===== src/rtl/tcam_pkg.sv =====
package tcam_pkg;
  typedef enum logic [3:0] {
    OP_NOP      = 4'd0,
    OP_READ     = 4'd1,
    OP_WRITE    = 4'd2,
    OP_WRFREE   = 4'd3,
    OP_TSEARCH  = 4'd4,
    OP_BSEARCH  = 4'd5,
    OP_LDMASK   = 4'd6,
    OP_DELIDX   = 4'd7,
    OP_DELMATCH = 4'd8
  } tcamOp_e;

  typedef struct packed {
    logic rd;
    logic wr;
    logic wrFree;
    logic tSearch;
    logic bSearch;
    logic ldMask;
    logic delIdx;
    logic delMatch;
  } tcamStrobe_t;
endpackage


===== src/rtl/tcam_prio.sv =====
module tcam_prio #(
  parameter int N  = 16,
  parameter int IW = 4
) (
  input  logic [N-1:0]  vec,
  output logic          anyHit,
  output logic [IW-1:0] hitIdx
);
  always_comb begin
    anyHit = |vec;
    hitIdx = '1;
    for (int i = N - 1; i >= 0; i--) begin
      if (vec[i]) hitIdx = IW'(i);
    end
  end
endmodule


===== src/rtl/tcam_ctrl.sv =====
module tcam_ctrl
  import tcam_pkg::*;
(
  input  logic        opValid,
  input  logic [3:0]  opCode,
  output tcamStrobe_t strb
);
  always_comb begin
    strb = '0;
    if (opValid) begin
      case (tcamOp_e'(opCode))
        OP_READ:     strb.rd       = 1'b1;
        OP_WRITE:    strb.wr       = 1'b1;
        OP_WRFREE:   strb.wrFree   = 1'b1;
        OP_TSEARCH:  strb.tSearch  = 1'b1;
        OP_BSEARCH:  strb.bSearch  = 1'b1;
        OP_LDMASK:   strb.ldMask   = 1'b1;
        OP_DELIDX:   strb.delIdx   = 1'b1;
        OP_DELMATCH: strb.delMatch = 1'b1;
        default:     strb = '0;
      endcase
    end
  end
endmodule


===== src/rtl/tcam_dp.sv =====
module tcam_dp
  import tcam_pkg::*;
#(
  parameter int DEPTH = 16,
  parameter int HALFW = 32,
  parameter int NMASK = 8
) (
  input  logic                     clk,
  input  logic                     rstN,
  input  tcamStrobe_t              strb,
  input  logic [$clog2(DEPTH)-1:0] opIdx,
  input  logic                     segHi,
  input  logic                     vldIn,
  input  logic [$clog2(NMASK)-1:0] maskSel,
  input  logic [2*HALFW-1:0]       wordIn,
  output logic [HALFW-1:0]         rdData,
  output logic [$clog2(DEPTH)-1:0] resultAddr,
  output logic                     matchFlag,
  output logic                     multiMatch,
  output logic                     fullFlag,
  output logic [$clog2(DEPTH)-1:0] nextFree
);
  localparam int IDXW  = $clog2(DEPTH);
  localparam int WORDW = 2 * HALFW;

  logic [WORDW-1:0] memQ  [DEPTH];
  logic [DEPTH-1:0] validQ;
  logic [WORDW-1:0] maskQ [NMASK];
  logic [WORDW-1:0] cmpWord, cmpMask;
  logic [DEPTH-1:0] hitVec;
  logic             hitAny, freeAny, hitMulti;
  logic [IDXW-1:0]  hitIdx, freeIdx;

  // ternary key expands to comparand and mask alike; binary uses chosen mask
  always_comb begin
    if (strb.tSearch) begin
      cmpWord = {~wordIn[HALFW-1:0], wordIn[HALFW-1:0]};
      cmpMask = cmpWord;
    end else begin
      cmpWord = wordIn;
      cmpMask = maskQ[maskSel];
    end
  end

  for (genvar g = 0; g < DEPTH; g++) begin : gCmp
    assign hitVec[g] = validQ[g] & ~|((memQ[g] ^ cmpWord) & ~cmpMask);
  end

  assign hitMulti = |(hitVec & (hitVec - DEPTH'(1)));

  tcam_prio #(.N(DEPTH), .IW(IDXW)) uHitPrio (
    .vec(hitVec), .anyHit(hitAny), .hitIdx(hitIdx)
  );
  tcam_prio #(.N(DEPTH), .IW(IDXW)) uFreePrio (
    .vec(~validQ), .anyHit(freeAny), .hitIdx(freeIdx)
  );

  assign fullFlag = ~freeAny;
  assign nextFree = freeIdx;

  always_ff @(posedge clk) begin
    if (!rstN) begin
      for (int i = 0; i < DEPTH; i++) memQ[i] <= '0;
      for (int m = 0; m < NMASK; m++) maskQ[m] <= '0;
      validQ     <= '0;
      rdData     <= '0;
      resultAddr <= '1;
      matchFlag  <= 1'b0;
      multiMatch <= 1'b0;
    end else begin
      if (strb.rd) begin
        rdData     <= segHi ? memQ[opIdx][WORDW-1:HALFW] : memQ[opIdx][HALFW-1:0];
        resultAddr <= opIdx;
      end
      if (strb.wr) begin
        if (segHi) memQ[opIdx][WORDW-1:HALFW] <= wordIn[HALFW-1:0];
        else       memQ[opIdx][HALFW-1:0]     <= wordIn[HALFW-1:0];
        validQ[opIdx] <= vldIn;
        resultAddr    <= opIdx;
      end
      if (strb.wrFree) begin
        if (freeAny) begin
          memQ[freeIdx]   <= wordIn;
          validQ[freeIdx] <= 1'b1;
        end
        resultAddr <= freeIdx;
      end
      if (strb.tSearch || strb.bSearch) begin
        matchFlag  <= hitAny;
        multiMatch <= hitMulti;
        resultAddr <= hitIdx;
      end
      if (strb.ldMask && maskSel != '0) maskQ[maskSel] <= wordIn;
      if (strb.delIdx) begin
        validQ[opIdx] <= 1'b0;
        resultAddr    <= opIdx;
      end
      if (strb.delMatch) begin
        if (hitAny) validQ[hitIdx] <= 1'b0;
        resultAddr <= hitIdx;
      end
    end
  end

  assert_multi_needs_match_R4: assert property (@(posedge clk) disable iff (!rstN)
    multiMatch |-> matchFlag);
  assert_miss_all_ones_R3: assert property (@(posedge clk) disable iff (!rstN)
    ((strb.tSearch || strb.bSearch) && !hitAny) |=> (!matchFlag && resultAddr == '1));
  assert_full_suppress_R9: assert property (@(posedge clk) disable iff (!rstN)
    (strb.wrFree && fullFlag) |=> (resultAddr == '1 && fullFlag));
  assert_delidx_report_R11: assert property (@(posedge clk) disable iff (!rstN)
    strb.delIdx |=> (!fullFlag && resultAddr == $past(opIdx)));
  assert_flags_hold_R13: assert property (@(posedge clk) disable iff (!rstN)
    !(strb.tSearch || strb.bSearch) |=> ($stable(matchFlag) && $stable(multiMatch)));
  assert_hit_is_valid_R5: assert property (@(posedge clk) disable iff (!rstN)
    hitAny |-> validQ[hitIdx]);
endmodule


===== src/rtl/tcam_top.sv =====
module tcam_top
  import tcam_pkg::*;
#(
  parameter int DEPTH = 16,
  parameter int IDXW  = $clog2(DEPTH)
) (
  input  logic            clk,
  input  logic            rstN,
  input  logic            opValid,
  input  logic [3:0]      opCode,
  input  logic [IDXW-1:0] opIdx,
  input  logic            segHi,
  input  logic            vldIn,
  input  logic [2:0]      maskSel,
  input  logic [63:0]     wordIn,
  output logic [31:0]     rdData,
  output logic [IDXW-1:0] resultAddr,
  output logic            matchFlag,
  output logic            multiMatch,
  output logic            fullFlag,
  output logic [IDXW-1:0] nextFree
);
  tcamStrobe_t strb;

  tcam_ctrl uCtrl (.opValid(opValid), .opCode(opCode), .strb(strb));

  tcam_dp #(.DEPTH(DEPTH), .HALFW(32), .NMASK(8)) uDp (
    .clk(clk), .rstN(rstN), .strb(strb), .opIdx(opIdx), .segHi(segHi),
    .vldIn(vldIn), .maskSel(maskSel), .wordIn(wordIn), .rdData(rdData),
    .resultAddr(resultAddr), .matchFlag(matchFlag), .multiMatch(multiMatch),
    .fullFlag(fullFlag), .nextFree(nextFree)
  );
endmodule


===== config.mk =====
export PLATFORM = sky130hd
export DESIGN_NAME = tcam_top
export DESIGN_NICKNAME = d
export VERILOG_FILES = /design/src/rtl/tcam_pkg.sv /design/src/rtl/tcam_prio.sv /design/src/rtl/tcam_ctrl.sv /design/src/rtl/tcam_dp.sv /design/src/rtl/tcam_top.sv
export SDC_FILE = /design/constraint.sdc
export NUM_CORES = 2
export LEC_CHECK = 0
export BUFFER_PORTS_ARGS = -buffer_cell sky130_fd_sc_hd__buf_2
export CELL_PAD_IN_SITES_DETAIL_PLACEMENT = 0
export CELL_PAD_IN_SITES_GLOBAL_PLACEMENT = 1
export CORE_MARGIN = 2
export CORE_UTILIZATION = 25
export DETAILED_ROUTE_END_ITERATION = 8
export GPL_TIMING_DRIVEN = 1
export PLACE_DENSITY_LB_ADDON = 0.1
export SYNTH_ARGS = -nofsm -noshare
export SYNTH_HDL_FRONTEND = slang
export SYNTH_SLANG_ARGS = --single-unit

===== constraint.sdc =====
create_clock -name clk -period 8.15 [get_ports clk]
set_input_delay 1.2225 -clock clk [delete_from_list [all_inputs] [get_ports clk]]
set_output_delay 1.2225 -clock clk [all_outputs]
set_load 0.05 [all_outputs]

======== After elaboration in Yosys (flattened, before gate mapping) ========
Memories as Yosys holds them, arrays and structs flattened.
Index checks and enable logic that the tools add are counted.
word-level totals
  register bits after elaboration ......... 54
  latch bits .............................. 0
  RAM bits ................................ 1536
  memory bits (read-only) ................. 0
  input bits .............................. 80
  output and inout bits ................... 43
  word-level logic and storage cells ...... 214
  memories kept ........................... 2
memory list
  name       words  width  read ports  clocked after Yosys merged registers in  write ports  line           source
  uDp.memQ   16     64     17          0                                        16           tcam_dp.sv:26  logic [WORDW-1:0] memQ [DEPTH];
  uDp.maskQ  8      64     1           0                                        8            tcam_dp.sv:28  logic [WORDW-1:0] maskQ [NMASK];
operators by class
  add/sub/neg operators ................... 1
  multiply operators ...................... 0
  divide/modulo/power cells ............... 0
  order comparisons ....................... 6
  equal/unequal tests ..................... 8
  shift operators ......................... 0
  multiplexer cells ....................... 89
  bitwise operators ....................... 58
  reductions and logical operators ........ 45
operator list
  kind                   number
  $reduce_or 64->1       19
  $and 64x64->64         16
  $xor 64x64->64         16
  $mux 64                5
  $mux 16                9
  $mux 4                 36
  $not 64->64            1
  $and 16x16->16         3
  $not 16->16            3
  $reduce_or 16->1       3
  $mux 32                1
  $not 32->32            1
  $mux 1                 30
  $and 1x1->1            16
  $bwmux 16              1
  $eq 4x3->1 const B     4
  $logic_not 1->1        16
  $or 16x16->16          1
  $sub 16x1->16 const B  1
  $lt 4x5->1 const B     3
  $demux 1 s4            3
  $ge 4x1->1 const B     3
  $eq 4x2->1 const B     2
  $mux 8                 1
  other kinds (9)        13

======== Depth between registers and ports, before layout ========
  depth after elaboration ................. 32
  depth in mapped cells ................... 20
  depth with buffers taken out ............ 13

======== Hierarchy ========
A second synthesis with hierarchy kept.
unflattened totals
  cells, all modules ...................... 7622
  area total of the unflattened synthesis .. 92349.8 um2
by module, submodules not included
  module     times used  cells each  area each (um2)  seq. area each (um2)
  tcam_dp    1           7554        91939.4          47205.3
  tcam_prio  2           27          168.9            0.0
  tcam_ctrl  1           14          72.6             0.0

======== Least setup slack after synthesis ========
OpenSTA, ideal clock, no wires.
  kind .................................... input-to-reg
  from .................................... in opCode[0]
  to ...................................... mem uDp.maskQ[7][0] (netlist bit) (enable)
  library setup time ...................... 0.575 ns
  arrival ................................. 7.401 ns
  required time ........................... 7.575 ns
  path slack .............................. 0.174 ns
  stages on the path ...................... 10
  buffers on the path ..................... 6
  cell sequence ........................... buf_2 > buf_2 > buf_4 > buf_2 > clkbuf_1 > nand2b_1 > nor3_1 > nand2_1 > clkbuf_1 > o21ai_0
RTL lines
  element      line            source
  from (decl)  tcam_top.sv:10  input logic [3:0] opCode,
  to (decl)    tcam_dp.sv:28

======== Worst setup path after layout ========
  from .................................... in opCode[1]
  to ...................................... reg uDp.validQ[8]
between the ends
  word-level cells in the longest chain between the ends .. 32
  elaborated cells between the ends (all ways) .. 128
  those cells by class .................... order compare (2); eq/ne (5); mux (34); bitwise (53); reduce/logical (34)
ends and longest elaborated chain
  element                                                         line             source
  $eq 4x3->1                                                      tcam_ctrl.sv:11  case (tcamOp_e'(opCode))
  $mux 1                                                          tcam_ctrl.sv:11
  $mux 8 (*)                                                      tcam_ctrl.sv:10  if (opValid) begin
  $mux 64                                                         tcam_dp.sv:36    if (strb.tSearch) begin
  $xor 64x64->64 or $not 64->64 (tied branches)                   tcam_dp.sv:46    assign hitVec[g] = validQ[g] & ~|((memQ[g] ^ cmpWord) & ~cmpMask);
  $and 64x64->64                                                  tcam_dp.sv:46
  $reduce_or 64->1                                                tcam_dp.sv:46
  $logic_not 1->1                                                 tcam_dp.sv:46
  (+16 left out)                                                  -
  $lt 4x5->1 (not written as such) or $ge 4x1->1 (tied branches)  tcam_dp.sv:99    if (hitAny) validQ[hitIdx] <= 1'b0;
  $logic_and 1x1->1 (not written as such)                         tcam_dp.sv:99
  $mux 1 (not written as such)                                    tcam_dp.sv:99
  $demux 1 s4                                                     -
  $not 16->16 (no line)                                           -
  $and 16x16->16 (no line)                                        -
  $mux 16                                                         tcam_dp.sv:99
  $mux 16 (*)                                                     tcam_dp.sv:98    if (strb.delMatch) begin
  to (signal, indexed assignment)                                 tcam_dp.sv:78    validQ[opIdx] <= vldIn;
  to (decl)                                                       tcam_dp.sv:27    logic [DEPTH-1:0] validQ;
Mark *: on every way between the ends. The rest lies on a longest branch, timed or not. The select of a mux whose other input is x is not followed.
A chain may end at the register's enable or synchronous reset.

==> flow_summary.toml <==
[sta]
min_period_ns = 8.033
worst_slew_margin_rel = -0.06183
final-setup-viol-count = 0
layout_setup_ws_ns = 0.1171
period_share = 0.9856
hold_viol = 0
worst_pin_slew_ns = 1.593
max_freq_mhz = 124.5
fin_skew_ns = 0.08373
slew_viol_final = 4
rsz0062_at_grt = "false"

[logic_synthesis]
synth-simple-area-share = 0.1373
syn_area_per_cell_sq_um = 12.35
synthAdderAreaFrac = 0.0001139
synth_top_area_cell = "edfxtp_1"
synth_edf_count = 1536
synth-main-ff-cell = "edfxtp_1"
synthArstFlopShare = 0
netlist_instances = 7121
synthXorXnorAreaFrac = 0.09245
synth.yosys.warnings = 0
ys_top_cells_by_area = "edfxtp_1 52%, mux4_2 8.7%, xnor2_1 6.5%"
ys_top_cells_by_count = "1,536 x edfxtp_1, 761 x and2_1, 693 x nor2_1"
synth_top_family_by_area = "simple AND/OR/NAND/NOR gates"
synthMuxAreaShare = 0.1204
yosysTopAreaCellShare = 0.5247
syn_area_sq_um = 87910
seq_area_frac_synth = 0.5370
synth_compound_area_frac = 0.08007
ys_types = 101
yosysMostFrequentCell = "edfxtp_1"
ys_seq_elements = 1590

[outcome]
status = "finished with violations"
violations = "capacitance limit, slew limit"

[setup_path]
cpPeakStageDelay_ns = 1.27
crit_type = "primary input to flop"
path_cells = "buf_2 > nand4bb_4 > nor2_4 > o31a_1 > o22ai_1 > nor2_1 > nand3_1 > nor3_1 > nand4_1 > nand2_1 > and4b_1 > o21a_1 > and4b_1 > a21oi_1"
path_buf_inv = 1
cp.required_ns = 8.94
crit_fanout = 28
worstSetupStartpointType = "primary input"
path_common_cell = "and4b_1"
arrival_ns = 8.83
cp_top_family = "simple AND/OR/NAND/NOR gates"
critPathCaptureType = "flop"
cpMaxStageDelayCell = "nor2_4"

[cells_and_area]
register_area_sq_um = 47210
layout.nets = 7432
syn_to_final_growth_pct = 18.05
drive_gt1_frac = 0.2024
nFillCells = 35554
multi_input_area_sq_um = 39100
stdcell_count = 12171

[clocking]
post-cts-setup-buffer-count = 0
htreeDepth = 4
path_clk_slew_ns = 0.06
cts_buffers = 207
cts_tree = "done"
cts_root_buf = "clkbuf_16"
clock-sinks = 1590
cts-resized-gates = 0
cts_hold_buf = 0
cts_buffer_depth = 4
insertion_delay_ns = 1.00

[placement]
gp_congestion = 1.073
place_ws_ns = -0.4349
io_buffers = 122
dp.cells = 11741
post-dp-hpwl_um = 458100

[route]
wl_per_cell_um = 50.81
postRouteAntennaNets = 0
dr.pass1.iters = 6
drt_iter0_drc = 11889
routed_wirelength_um = 618400
vias_per_cell = 5.789
drc = 0
via_count = 70462

[floorplan]
core.rowCount = 217
die_h_um = 597
start_util = 0.2514
fp.coreArea_sq_um = 349700
pin_count = 123
die-width_um = 597
dieArea_sq_um = 356400

[global_routing]
grt_max_degree = 65
grt_pass1_wl_um = 775700
antenna_found_initial = 93
first_global_vias = 65596
track_usage = 0.3387
overflow = 0

[min_path]
hp-class = "flop to flop"

[flow_run]
max_cap_viol_count = 2

[power]
vdd_ir_drop_max_mv = 0.1764
power.total_uw = 23470
p_leak_uw = 0.03578
power_density_nw_per_um2 = 226.2
==> through the flow <==
stage	util	area (sq um)	TNS [ns]	hold WS (ns)
final	0.2968	103800	0	0.5113
after global routing	0.2965	103700	0	0.5457
after CTS	0.2964	103700	0	0.5131
after detailed placement	0.2771	96910	-5.157	0.4934
after global placement	0.2769	96830	-4.875	0.4873
after floorplan	-	88150	0	0.6001
==> worst min-delay path: stages, from the launching register on <==
cell and delay (ns):
dfxtp_1 0.32, o21ai_0 0.08, nor2_1 0.07
==> cell type report <==
class | count | area share
clock inverters | 128 | 0.01207
multi-input cells | 4924 | 0.3767
clock buffers | 255 | 0.05290
repair buffers | 604 | 0.04591
flip-flops and latches | 1590 | 0.4549
inverters | 25 | 0.0009524
diodes | 46 | 0.001109
well taps | 4599 | 0.05545
==> sequential cells by signal, summed over array words and instances (netlist names) <==
| register | count |
|---|---|
| uDp.rdData | 32 |
| uDp.maskQ | 512 |
| uDp.memQ | 1024 |
| uDp.matchFlag | 1 |
| uDp.validQ | 16 |
| uDp.resultAddr | 4 |
| uDp.multiMatch | 1 |
==> power by group <==
group | internal, uW | total [uW] | switching [uW]
logic | 1100 | 4510 | 3400
clock network | 5390 | 9500 | 4110
registers | 9250 | 9470 | 214
total | 15700 | 23500 | 7730
==> path summary, 6_finish.rpt <==
check / cells past startpoint / to / slack, ns / start
worst max-delay path: 14 / uDp.validQ[8] / 0.12 / opCode[1]
worst min-delay path: 2 / uDp.rdData[3] / 0.51 / uDp.rdData[3]
worst max register to register: 13 / uDp.validQ[8] / 1.12 / uDp.maskQ[2][3]
worst min register to register: 2 / uDp.rdData[3] / 0.51 / uDp.rdData[3]
==> kinds of logic after synthesis <==
family	count (synthesis)
AOI/OAI and AO/OA	993
adders and majority gates	1
and+or+nand+nor	2311
other	1
buffers and inverters	670
DFF	1590
muxes	627
xor gates and xnor gates	928
==> layout by cell type, fill, tap and decap left out, types with 20 or more instances in the layout <==
cell type / count
mux2i_1: 231
a31oi_2: 28
nor3b_1: 20
diode_2: 46
conb_1: 64
o22ai_1: 224
nor4_1: 39
a21boi_0: 27
and2_1: 761
buf_12: 37
clkinv_2: 43
inv_1: 21
mux4_2: 340
mux2_2: 40
nand4_1: 45
dfxtp_1: 54
nand2_2: 25
nor2_4: 27
nand2_1: 153
buf_2: 116
a211oi_1: 28
clkinv_1: 50
or3_1: 47
o21ai_4: 25
a22oi_1: 113
nor3_1: 298
xor2_1: 271
nand3_1: 79
nor2_1: 668
o21ai_0: 127
o21a_1: 39
a21oi_1: 62
clkbuf_16: 207
edfxtp_1: 1536
xnor2_1: 656
a221oi_1: 32
clkbuf_1: 35
buf_4: 443
o22a_1: 46
==> metal layers <==
layer | up-vias | global-route usage | routed length [um]
met5 | - | 0 | 124
met4 | 20 | 0.2005 | 44790
met3 | 1012 | 0.07565 | 55070
met2 | 4529 | 0.4917 | 258300
met1 | 37930 | 0.4597 | 260100
li1 | 26971 | - | -
(Power assumes the default switching activity.)
